$ cat src/rtl/irqagg_pkg.sv
package irqagg_pkg;
  localparam int WORD_BITS = 32;
  localparam int MAX_WORDS = 8;

  typedef enum logic [1:0] {
    GRP_RAW      = 2'd0,
    GRP_MASK_RD  = 2'd1,
    GRP_MASK_SET = 2'd2,
    GRP_MASK_CLR = 2'd3
  } grp_e;
endpackage

$ cat src/rtl/irqagg_decode.sv
module irqagg_decode #(
  parameter int NUM_WORDS = 2,
  parameter int OFFS_W    = 8,
  localparam int IDX_W    = OFFS_W - 2,
  localparam int WORD_W   = (NUM_WORDS > 1) ? $clog2(NUM_WORDS) : 1
) (
  input  logic [OFFS_W-1:0] offs_i,
  output logic              valid_o,
  output irqagg_pkg::grp_e  grp_o,
  output logic [WORD_W-1:0] word_o
);
  logic [IDX_W-1:0] idx, quo, rem;

  // byte lanes ignored: registers are whole words
  assign idx = offs_i[OFFS_W-1:2];

  always_comb begin
    quo     = idx / IDX_W'(NUM_WORDS);
    rem     = idx % IDX_W'(NUM_WORDS);
    valid_o = idx < IDX_W'(4 * NUM_WORDS);
    grp_o   = irqagg_pkg::grp_e'(quo[1:0]);
    word_o  = rem[WORD_W-1:0];
  end
endmodule

$ cat src/rtl/irqagg_bank.sv
module irqagg_bank #(
  parameter int NUM_WORDS = 2,
  localparam int SRC_W    = irqagg_pkg::WORD_BITS * NUM_WORDS,
  localparam int WORD_W   = (NUM_WORDS > 1) ? $clog2(NUM_WORDS) : 1
) (
  input  logic              clk_i,
  input  logic              rst_ni,
  input  logic              set_we_i,
  input  logic              clr_we_i,
  input  logic [WORD_W-1:0] word_i,
  input  logic [31:0]       wdata_i,
  input  logic [SRC_W-1:0]  src_i,
  output logic [SRC_W-1:0]  mask_o,
  output logic              irq_o
);
  logic [SRC_W-1:0] pend;

  for (genvar w = 0; w < NUM_WORDS; w++) begin : g_word
    logic hit;
    assign hit = (word_i == WORD_W'(w));
    always_ff @(posedge clk_i or negedge rst_ni) begin
      if (!rst_ni) begin
        mask_o[w*32 +: 32] <= '1;
      end else if (hit && set_we_i) begin
        mask_o[w*32 +: 32] <= mask_o[w*32 +: 32] | wdata_i;
      end else if (hit && clr_we_i) begin
        mask_o[w*32 +: 32] <= mask_o[w*32 +: 32] & ~wdata_i;
      end
    end
  end

  assign pend = src_i & ~mask_o;

  always_ff @(posedge clk_i or negedge rst_ni) begin
    if (!rst_ni) irq_o <= 1'b0;
    else         irq_o <= |pend;
  end
endmodule

$ cat src/rtl/lvl_irq_fanout.sv
module lvl_irq_fanout #(
  parameter int NUM_WORDS = 2,
  parameter int NUM_BANKS = 2,
  parameter int OFFS_W    = 8,
  localparam int SRC_W    = irqagg_pkg::WORD_BITS * NUM_WORDS,
  localparam int BANK_W   = (NUM_BANKS > 1) ? $clog2(NUM_BANKS) : 1,
  localparam int WORD_W   = (NUM_WORDS > 1) ? $clog2(NUM_WORDS) : 1
) (
  input  logic                 clk_i,
  input  logic                 rst_ni,
  input  logic [SRC_W-1:0]     src_i,
  input  logic                 req_i,
  input  logic                 we_i,
  input  logic [BANK_W-1:0]    bank_i,
  input  logic [OFFS_W-1:0]    offs_i,
  input  logic [31:0]          wdata_i,
  output logic [31:0]          rdata_o,
  output logic [NUM_BANKS-1:0] irq_o
);
  import irqagg_pkg::*;

  logic                                dec_valid, acc_ok;
  grp_e                                dec_grp;
  logic [WORD_W-1:0]                   dec_word;
  logic [NUM_BANKS-1:0][SRC_W-1:0]     mask_all;
  logic [31:0]                         rd_next;

  irqagg_decode #(.NUM_WORDS(NUM_WORDS), .OFFS_W(OFFS_W)) u_dec (
    .offs_i (offs_i),
    .valid_o(dec_valid),
    .grp_o  (dec_grp),
    .word_o (dec_word)
  );

  assign acc_ok = dec_valid && (int'(bank_i) < NUM_BANKS);

  for (genvar b = 0; b < NUM_BANKS; b++) begin : g_bank
    logic sel;
    assign sel = req_i && we_i && acc_ok && (bank_i == BANK_W'(b));
    irqagg_bank #(.NUM_WORDS(NUM_WORDS)) u_bank (
      .clk_i   (clk_i),
      .rst_ni  (rst_ni),
      .set_we_i(sel && dec_grp == GRP_MASK_SET),
      .clr_we_i(sel && dec_grp == GRP_MASK_CLR),
      .word_i  (dec_word),
      .wdata_i (wdata_i),
      .src_i   (src_i),
      .mask_o  (mask_all[b]),
      .irq_o   (irq_o[b])
    );
  end

  always_comb begin
    rd_next = '0;
    if (acc_ok) begin
      case (dec_grp)
        GRP_RAW:     rd_next = src_i[int'(dec_word)*32 +: 32];
        GRP_MASK_RD: rd_next = mask_all[bank_i][int'(dec_word)*32 +: 32];
        default:     rd_next = '0;
      endcase
    end
  end

  always_ff @(posedge clk_i or negedge rst_ni) begin
    if (!rst_ni)             rdata_o <= '0;
    else if (req_i && !we_i) rdata_o <= rd_next;
  end
endmodule

$ cat config.mk
export PLATFORM = sky130hd
export DESIGN_NAME = lvl_irq_fanout
export DESIGN_NICKNAME = d
export VERILOG_FILES = /design/src/rtl/irqagg_pkg.sv /design/src/rtl/irqagg_decode.sv /design/src/rtl/irqagg_bank.sv /design/src/rtl/lvl_irq_fanout.sv
export SDC_FILE = /design/constraint.sdc
export NUM_CORES = 1
export LEC_CHECK = 0
export BUFFER_PORTS_ARGS = -buffer_cell sky130_fd_sc_hd__buf_2
export CORE_MARGIN = 5
export CORE_UTILIZATION = 40
export CTS_BUF_LIST = sky130_fd_sc_hd__clkbuf_2
export DETAILED_ROUTE_END_ITERATION = 8
export PLACE_DENSITY_LB_ADDON = 0.2
export SLEW_MARGIN = 30
export SYNTH_ARGS = -nofsm -noshare
export SYNTH_HDL_FRONTEND = slang
export SYNTH_SLANG_ARGS = --single-unit
$ cat constraint.sdc
create_clock -name clk_i -period 3.35 [get_ports clk_i]
set_input_delay 0 -clock clk_i [delete_from_list [all_inputs] [get_ports clk_i]]
set_output_delay 0 -clock clk_i [all_outputs]
set_load 0.02 [all_outputs]
* Word-level counts from Yosys, hierarchy flattened
Cells that the tools add are included.
** Word-level totals
- Register bits after elaboration :: 162
- Bits of input ports :: 109
- Output and inout port bits :: 34
- Word-level logic and storage cells :: 66
** Operators by class
- Magnitude comparators :: 2
- Equal/unequal tests :: 3
- Shift operators :: 2
- Multiplexer cells :: 12
- Bitwise gates (word level) :: 15
- Reductions and logical operators :: 25
** Operators by type and width (number)
- $mux W32 :: 9
- $and A32 B32 Y32 :: 4
- $and A64 B64 Y64 :: 2
- $mux W64 :: 2
- $not A64 Y64 :: 2
- $or A32 B32 Y32 :: 4
- $reduce_or A64 Y1 :: 2
- $shiftx A64 B7 Y32 :: 2
- $pmux W32 S2 :: 1
- $not A32 Y32 :: 1
- $logic_and A1 B1 Y1 :: 17
- $reduce_bool A2 Y1 :: 4
- $lt A6 B4 Y1 const B :: 1
- $eq A2 B2 Y1 const B :: 2
- $eq A2 B1 Y1 const B :: 1
- $logic_not A2 Y1 :: 1
- $lt A1 B2 Y1 const B :: 1
- $not A1 Y1 :: 2
- $logic_not A1 Y1 :: 1

* Longest topological paths before layout
Gate-level depths: netlist (run 1).
- Depth after elaboration :: 7
- Depth in mapped cells :: 7
- Gate-level depth less buffers :: 4

* Modules after synthesis
Synthesis (run 1) repeated with hierarchy kept, for this count alone.
** Unflattened totals
- Cells, all modules :: 919
- Area total of the unflattened synthesis :: 9322.7 µm²
** Modules (own cells, without submodules)
- irqagg_bank :: instances 2, cells each 298, area an instance 3160.5 µm², sequential area each 1706.6 µm²
- lvl_irq_fanout :: instances 1, cells each 319, area an instance 2969.1 µm², sequential area each 800.8 µm²
- irqagg_decode :: instances 1, cells each 4, area an instance 32.5 µm², sequential area each 0.0 µm²

* Least setup slack after synthesis (run 1)
No wires, ideal clock.
- Kind :: register -> register
- Start :: reg (tool-made name)
- End :: reg g_bank[1].u_bank.irq_o
- Library setup time :: 0.140 ns
- Arrival :: 1.283 ns
- Data required time :: 3.210 ns
- Setup slack :: 1.928 ns
- Cell stages (with the launch flop) :: 5
- Path buffers :: 0
- Period minus slack after synthesis :: 1.422 ns
- Path through :: dfstp_2 -> inv_1 -> a2111o_1 -> nor4_1 -> nand4_1
** RTL lines
- end signal, assigned :: line irqagg_bank.sv:36 : else irq_o <= |pend;
- end, declared :: line irqagg_bank.sv:14 : output logic irq_o

==> flow_metrics.env, run 1 <==
export IMPL_status="finished, final reports clean"
export IMPL_clock_sinks=162
export IMPL_cts_root_buf="clkbuf_2"
export IMPL_syn_num_nets=1054
export IMPL_grt_pass1_vias=8032
export IMPL_min_period_over_period_pct=83.3
export IMPL_final_cell_mix="nand2_1 (192), mux2i_1 (157), dlygate4sd3_1 (155)"
export IMPL_grt_max_degree=88
export IMPL_grtUsageTotal_pct=23.9
export IMPL_power_frac_seq_pct=52.3
export IMPL_design_area_sq_um=12200
export IMPL_routed_via_density=5.05
export IMPL_initial_core_util_pct=40.5
export IMPL_cp_data_arrival_time_ns=3.41
export IMPL_clk_transition_reported_paths_ns=0.24
export IMPL_antenna_found_initial=2
export IMPL_area_delta_synth_final_pct=28.7
export IMPL_max_slew_worst_pin_slew_ns=0.857
export IMPL_cts_buffer_depth=2
export IMPL_cts_tree="done"
export IMPL_ios=143
export IMPL_power_switching_share_pct=29.1
export IMPL_timing_slew_headroom_pct=42.9
export IMPL_path_class="flop to flop"
export IMPL_final_core_util_pct=52.2
export IMPL_clk_latency_ns=0.78
export IMPL_critPathLaunchType="flop"
export IMPL_ant_nets=0
export IMPL_fmax_ghz=0.358
export IMPL_p_int_mw=2.96
export IMPL_htreeDepth=4
export IMPL_finalSetupViolations=0
export IMPL_combPwrFrac_pct=20.2
export IMPL_drive_gt1_share_pct=28.7
export IMPL_synth_seq_area_share_pct=44.3
export IMPL_clock_power_share_pct=27.5
export IMPL_worstHoldStart="wdata_i[6]"
export IMPL_rr_worst_depth=6
export IMPL_powerDensity_nw_per_um2=340
export IMPL_rrSetupSlack_ns=0.56
export IMPL_fp_row_count=56
export IMPL_grt_ovfl_total=0
export IMPL_syn_area_sq_um=9510
export IMPL_hold_viol=0
export IMPL_drc_errors=0
export IMPL_worstPathRequired_ns=3.97
export IMPL_rsz0062_at_grt="false"
export IMPL_hold_path_class="input port to flop"
export IMPL_static_leakage_power_nw=6.85
export IMPL_wl_per_cell_um=20.4
export IMPL_r2r_end="g_bank[1].u_bank.irq_o"
export IMPL_hold_slack_ns=0.0734
export IMPL_fin_nets=1329
export IMPL_crit_fanout=3
export IMPL_ir_worst_vdd_mv=0.145
export IMPL_core_area_sq_um=23500
export IMPL_synth_cell_types=23
export IMPL_synth_cells=945
export IMPL_postPlaceCellArea_sq_um=10400
export IMPL_fin_crit_ns=2.79
export IMPL_die_w_um=164
export IMPL_drt_iter0_drc=558
export IMPL_wirelength_um=31600
export IMPL_finalSetupTns_ns=0
export IMPL_gp_congestion=0.874
export IMPL_synth_seq_cells=162
export IMPL_layout_commonest_cell="nand2_1"
export IMPL_dp_hpwl_um=21400
export IMPL_hold_depth=4
export IMPL_port_buffers=140
export IMPL_synth_warnings=0
export IMPL_firstDrtPassIters=5
export IMPL_clock_skew_final_ns=0.0245
export IMPL_numCtsBuffers=17
export IMPL_cap_violations=0
export IMPL_vias=7848
export IMPL_end_kind="flop"
export IMPL_p_switching_mw=1.21
export IMPL_syn_avg_cell_area_sq_um=10.1
export IMPL_dieArea_sq_um=27000
export IMPL_slew_violations=0
export IMPL_grt_pass1_wl_um=47900
export IMPL_fp_dieH_um=164
[layout make-up]
| cell class | count | area, sq um |
|---|---|---|
| fillers | 2180 | 11200 |
| multi-input cells | 595 | 4490 |
| flip-flops and latches | 162 | 4210 |
| repair buffers | 310 | 2390 |
| inverters | 134 | 503 |
| well taps | 319 | 399 |
| clock inverters | 10 | 135 |
| clock buffers | 22 | 110 |
| diodes | 1 | 2.50 |
[kinds of logic (layout without fill, tap and decap cells)]
group                  after synthesis  after routing  synth area share [%]
muxes                              189            189                  24.1
other                                0              1                     0
AOI/OAI and AO/OA                   99             99                  7.18
DFF                                162            162                  44.3
buffers and inverters              188            476                  8.61
and+or+nand+nor                    307            307                  15.8
[worst max path at each step]
stage                             end
2_1_floorplan  g_bank[1].u_bank.irq_o
3_3_place_gp              rdata_o[25]
3_5_place_dp                     flop
4_1_cts        g_bank[1].u_bank.irq_o
5_1_grt        g_bank[1].u_bank.irq_o
6_report       g_bank[1].u_bank.irq_o
[cells in the mapped netlist (all sizes together)]
| master | number | area (sq um) |
|---|---|---|
| nand2b | 26 | 163 |
| or3 | 2 | 17.5 |
| mux4 | 32 | 721 |
| a2111o | 24 | 270 |
| clkbuf | 27 | 101 |
| o211ai | 3 | 22.5 |
| dfstp | 128 | 3360 |
| nand4 | 2 | 12.5 |
| mux2i | 157 | 1570 |
| o21ai | 64 | 320 |
| nor4 | 12 | 135 |
| nand3 | 1 | 5.00 |
| inv | 134 | 503 |
| o2111ai | 8 | 70.1 |
| dfrtp | 34 | 851 |
| nand2 | 192 | 721 |
| buf | 27 | 215 |
| nor2b | 72 | 450 |
[repair_timing]
item                       4_1_cts  5_1_grt
gates resized for setup          0        1
hold endpoints to repair       255        3
buffers inserted                 0        0
setup endpoints to repair        0        1
hold buffers                   146       10
[power groups by stage]
stage | logic (mW) | clock network, mW | registers, mW
floorplan | 0.358 | 0 | 2.20
global placement | 0.641 | 0 | 2.20
detailed placement | 0.647 | 0 | 2.21
CTS | 0.816 | 1.18 | 2.18
global route | 0.909 | 1.26 | 2.19
finish | 0.841 | 1.15 | 2.18
[layer usage]
| layer | GRT usage (%) | vias up | share of wire, % |
|---|---|---|---|
| met5 | 0 | - | 0.057 |
| met4 | 8.62 | 2 | 2.7 |
| met3 | 4.77 | 50 | 6.1 |
| met2 | 38.3 | 233 | 48 |
| met1 | 32.2 | 3880 | 44 |
| li1 | - | 3683 | - |
[worst max-delay path, stage by stage, from the launching register on]
cell           delay [ns]
dfstp_2              0.60
nor2b_1              0.08
a2111o_1             0.38
dlygate4sd3_1        0.56
nor4_1               0.23
dlygate4sd3_1        0.60
nand4_1              0.18
[per-stage QoR]
step                      setup WS (ns)  std cells  total power [mW]
after detailed placement           1.22       1364              2.85
after global routing              0.465       1553              4.36
after global placement             1.26       1364              2.84
final                             0.559       1553              4.17
after floorplan                    1.93        945              2.56
after CTS                        0.0464       1542              4.17
Power figures use the tool's default switching activity.
==> run 2: changes to the inputs <==
clock period = 2.3 ns   (was 3.35 ns; I/O delays follow)
==> flow_metrics.env, run 2 (synthesis gave the netlist of run 1 again) <==
export IMPL_antenna_found_initial=1
export IMPL_vias=8094
export IMPL_routed_via_density=5.04
export IMPL_rsz0062_at_grt="false"
export IMPL_finalSetupTns_ns=0
export IMPL_drc_errors=0
export IMPL_htreeDepth=4
export IMPL_grtUsageTotal_pct=24.9
export IMPL_cts_tree="done"
export IMPL_powerDensity_nw_per_um2=478
export IMPL_wirelength_um=32900
export IMPL_r2r_end="g_bank[0].u_bank.irq_o"
export IMPL_grt_pass1_vias=8431
export IMPL_wl_per_cell_um=20.5
export IMPL_dieArea_sq_um=27000
export IMPL_drive_gt1_share_pct=28.2
export IMPL_clock_skew_final_ns=0.0371
export IMPL_port_buffers=140
export IMPL_ios=143
export IMPL_end_kind="flop"
export IMPL_gp_congestion=0.883
export IMPL_critPathLaunchType="input port"
export IMPL_worstPathRequired_ns=3.05
export IMPL_grt_pass1_wl_um=49900
export IMPL_core_area_sq_um=23500
export IMPL_hold_path_class="input port to flop"
export IMPL_status="finished, final reports clean"
export IMPL_fmax_ghz=0.439
export IMPL_firstDrtPassIters=5
export IMPL_timing_slew_headroom_pct=54.3
export IMPL_cts_buffer_depth=2
export IMPL_slew_violations=0
export IMPL_post_cts_buffers=0
export IMPL_die_w_um=164
export IMPL_fp_dieH_um=164
export IMPL_setup_ws_ns=0.0212
export IMPL_hold_depth=4
export IMPL_ant_nets=0
export IMPL_area_delta_synth_final_pct=35.6
export IMPL_clock_sinks=162
export IMPL_finalSetupViolations=0
export IMPL_hold_viol=0
export IMPL_worstHoldStart="wdata_i[6]"
export IMPL_static_leakage_power_nw=7.12
export IMPL_drt_iter0_drc=595
export IMPL_design_area_sq_um=12900
export IMPL_nFillCells=2107
export IMPL_grt_max_degree=64
export IMPL_min_period_over_period_pct=99.1
export IMPL_cp_data_arrival_time_ns=3.03
export IMPL_path_class="input port to flop"
export IMPL_dp_hpwl_um=21700
export IMPL_clk_transition_reported_paths_ns=0.26
export IMPL_crit_fanout=32
export IMPL_fin_nets=1382
export IMPL_final_cell_mix="dlygate4sd3_1 (198), nand2_1 (192), mux2i_1 (157)"
export IMPL_hold_slack_ns=0.0764
export IMPL_max_slew_worst_pin_slew_ns=0.686
export IMPL_cap_violations=0
export IMPL_clk_latency_ns=0.77
export IMPL_fp_row_count=56
export IMPL_rrSetupSlack_ns=0.15
export IMPL_cts_root_buf="clkbuf_2"
export IMPL_ir_worst_vdd_mv=0.256
export IMPL_fin_crit_ns=2.28
export IMPL_numCtsBuffers=17
export IMPL_initial_core_util_pct=40.5
export IMPL_power_mw=6.16
export IMPL_postPlaceCellArea_sq_um=10500
export IMPL_grt_ovfl_total=0
export IMPL_layout_commonest_cell="dlygate4sd3_1"
export IMPL_rr_worst_depth=5
export IMPL_dp_slack_ns=0.554
[run 2: cell count changes in the layout (fill, tap and decap cells not counted), moves of 3 or more]
cell,previous run,this run
clkbuf_2,22,18
clkinv_1,0,3
nor4_1,7,4
clkinv_2,4,1
buf_12,1,10
dlygate4sd3_1,155,198
[run 2: how the worst max path moves through the flow]
stage | from | to | slack (ns) | depth (start not counted)
finish | offs_i[5] | flop | 0.02 | 9
global route | offs_i[5] | flop | 0.004 | 9
CTS | flop | g_bank[1].u_bank.irq_o | 0.05 | 5
detailed placement | bank_i | flop | 0.55 | 7
global placement | bank_i | flop | 0.60 | 7
floorplan | flop | g_bank[1].u_bank.irq_o | 0.88 | 4
[run 2: what timing repair did]
item | 4_1_cts | 5_1_grt
resized for setup | 0 | 6
endpoints found under the setup margin | 0 | 2
hold endpoints to repair | 324 | 9
hold buffers | 198 | 5
[run 2: report_power, final]
group	internal, mW	switching, mW	total (mW)
Clock	0.605	1.09	1.70
Sequential	3.08	0.105	3.19
Combinational	0.643	0.633	1.28
[run 2: area by class of cell]
cell class / count / area (sq um) / area share, %
tap: 319 / 399 / 3.09
inverter: 134 / 503 / 3.90
multi-input combinational: 595 / 4520 / 35.0
clock buffer: 18 / 90.1 / 0.698
timing repair buffer: 363 / 3010 / 23.3
sequential: 162 / 4210 / 32.7
antenna: 1 / 2.50 / 0.0194
clock inverter: 14 / 164 / 1.27
[run 2: metal layers]
layer  track usage [%]  part of all wire (%)  vias up
met5                 0                     0        -
met4              6.71                   2.0        0
met3              4.72                   5.7       46
met2              41.8                    49      238
met1              33.0                    43     4017
li1                  -                     -     3793
[run 2: through the flow]
step | std cells | utilization, %
after floorplan | 945 | -
after global placement | 1370 | 44.9
after detailed placement | 1370 | 44.9
after CTS | 1600 | 54.6
after global routing | 1606 | 54.9
final | 1606 | 54.9
[run 2: worst max-delay path, stage by stage]
cell and delay [ns]:
dlygate4sd3_1 0.53, buf_2 0.12, or3_4 0.45, nor4_4 0.21
dlygate4sd3_1 0.63, buf_12 0.25, nand2_1 0.11, mux2i_1 0.14
dlygate4sd3_1 0.56
==> run 3: changes to the inputs <==
BUFFER_PORTS_ARGS = -buffer_cell sky130_fd_sc_hd__clkbuf_2   (was -buffer_cell sky130_fd_sc_hd__buf_2)
HOLD_SLACK_MARGIN = 0.1   (was unset)
==> flow_metrics.env, run 3 (synthesis gave the netlist of run 1 again) <==
export IMPL_post_cts_buffers=0
export IMPL_slew_violations=0
export IMPL_cap_violations=0
export IMPL_max_slew_worst_pin_slew_ns=0.599
export IMPL_dp_hpwl_um=21300
export IMPL_grt_pass1_vias=8346
export IMPL_clk_latency_ns=0.75
export IMPL_power_switching_share_pct=28.6
export IMPL_finalSetupViolations=0
export IMPL_cp_data_arrival_time_ns=2.97
export IMPL_port_buffers=140
export IMPL_drt_iter0_drc=623
export IMPL_worstPathRequired_ns=3.02
export IMPL_fp_dieH_um=164
export IMPL_met3_usage_pct=4.72
export IMPL_end_kind="flop"
export IMPL_gp_congestion=0.868
export IMPL_die_w_um=164
export IMPL_initial_core_util_pct=40.5
export IMPL_multiInputGateArea_sq_um=4490
export IMPL_dp_slack_ns=0.535
export IMPL_setup_ws_ns=0.0543
export IMPL_numCtsBuffers=17
export IMPL_hold_path_class="input port to flop"
export IMPL_clock_sinks=162
export IMPL_wirelength_um=31500
export IMPL_hold_viol=0
export IMPL_clk_transition_reported_paths_ns=0.24
export IMPL_routed_via_density=4.99
export IMPL_wl_per_cell_um=19.7
export IMPL_cts_tree="done"
export IMPL_fmax_ghz=0.445
export IMPL_fin_crit_ns=2.25
export IMPL_fin_nets=1375
export IMPL_vias=7978
export IMPL_min_period_over_period_pct=97.6
export IMPL_grt_max_degree=129
export IMPL_fp_row_count=56
export IMPL_status="finished, final reports clean"
export IMPL_nFillCells=2152
export IMPL_seq_area_sq_um=4210
export IMPL_ant_nets=0
export IMPL_drc_errors=0
export IMPL_layout_commonest_cell="dlygate4sd3_1"
export IMPL_final_cell_mix="dlygate4sd3_1 (197), nand2_1 (192), clkbuf_2 (160)"
export IMPL_p_switching_mw=1.74
export IMPL_grtUsageTotal_pct=23.8
export IMPL_core_area_sq_um=23500
export IMPL_grtUsageMet2_pct=38.3
export IMPL_ir_worst_vdd_mv=0.272
export IMPL_p_int_mw=4.34
export IMPL_combPwrFrac_pct=20.7
export IMPL_drive_gt1_share_pct=27.9
export IMPL_crit_fanout=32
export IMPL_finalSetupTns_ns=0
export IMPL_clock_skew_final_ns=0.0270
export IMPL_grt_pass1_wl_um=47900
export IMPL_dieArea_sq_um=27000
export IMPL_power_frac_seq_pct=52.4
export IMPL_ios=143
export IMPL_path_class="input port to flop"
export IMPL_clock_power_share_pct=26.9
export IMPL_gr_max_usage_layer="met2"
export IMPL_area_delta_synth_final_pct=34.6
export IMPL_cts_root_buf="clkbuf_2"
export IMPL_htreeDepth=4
export IMPL_cts_buffer_depth=2
export IMPL_static_leakage_power_nw=7.08
export IMPL_grt_ovfl_total=0
export IMPL_powerDensity_nw_per_um2=475
export IMPL_critPathLaunchType="input port"
export IMPL_antenna_found_initial=1
export IMPL_firstDrtPassIters=5
export IMPL_timing_slew_headroom_pct=60.0
export IMPL_rsz0062_at_grt="false"
export IMPL_met1_usage_pct=31.6
-- run 3: changes by cell type in the layout (fill, tap and decap cells not counted), sizes merged --
cell and change:
clkinv -3, clkbuf +142, dlymetal6s4s -1, inv -1, clkinvlp -2, buf -142, dlygate4sd3 -1
-- run 3: timing repair --
action                                  in CTS  in global routing
endpoints found under the setup margin       0                  1
endpoints found under the hold margin      324                  0
hold buffers                               199                  0
gates resized for setup                      0                  2
-- run 3: layer usage --
metal,up-vias,share of wire (%)
met5,-,0
met4,0,3.7
met3,65,5.3
met2,218,47
met1,3918,44
li1,3777,-
-- run 3: worst paths after layout --
kind	startpoint	to	slack [ns]	cells after the start
max	offs_i[5]	flop	0.05	9
min	bank_i	rdata_o[2]	0.16	5
max reg2reg	flop	g_bank[0].u_bank.irq_o	0.09	5
min reg2reg	flop	flop	0.49	2
max in group asynchronous	rst_ni	async pin	1.58	4
min in group asynchronous	rst_ni	rdata_o[2]	0.31	4
-- run 3: worst max-delay path, stage by stage --
cell,delay (ns)
dlygate4sd3_1,0.53
clkbuf_2,0.10
or3_4,0.45
nor4_4,0.21
dlygate4sd3_1,0.63
buf_12,0.24
nand2_1,0.10
mux2i_1,0.14
dlygate4sd3_1,0.56
-- run 3: cell type report --
class	count	area share (%)
clock buffer	23	0.899
timing repair buffer	356	23.1
tap	319	3.12
multi-input combinational	595	35.1
sequential	162	32.9
clock inverter	8	0.909
inverter	134	3.93
antenna	1	0.0195
-- run 3: power groups by stage --
| stage | Combinational (mW) | Sequential, mW | Clock [mW] |
|---|---|---|---|
| after global routing | 1.36 | 3.21 | 1.81 |
| after CTS | 1.25 | 3.19 | 1.69 |
| after detailed placement | 0.948 | 3.22 | 0 |
| after floorplan | 0.521 | 3.21 | 0 |
| after global placement | 0.938 | 3.22 | 0 |
| final | 1.26 | 3.19 | 1.63 |
-- run 3: per-stage QoR --
step / power [mW] / std cells / util, % / hold slack [ns] / instance area, sq um
after floorplan: 3.73 / 945 / - / -0.296 / 9510
after global placement: 4.16 / 1367 / 44.9 / 0.00312 / 10500
after detailed placement: 4.17 / 1367 / 44.9 / 0.00405 / 10500
after CTS: 6.12 / 1597 / 54.5 / 0.105 / 12800
after global routing: 6.38 / 1598 / 54.5 / 0.132 / 12800
final: 6.08 / 1598 / 54.5 / 0.162 / 12800
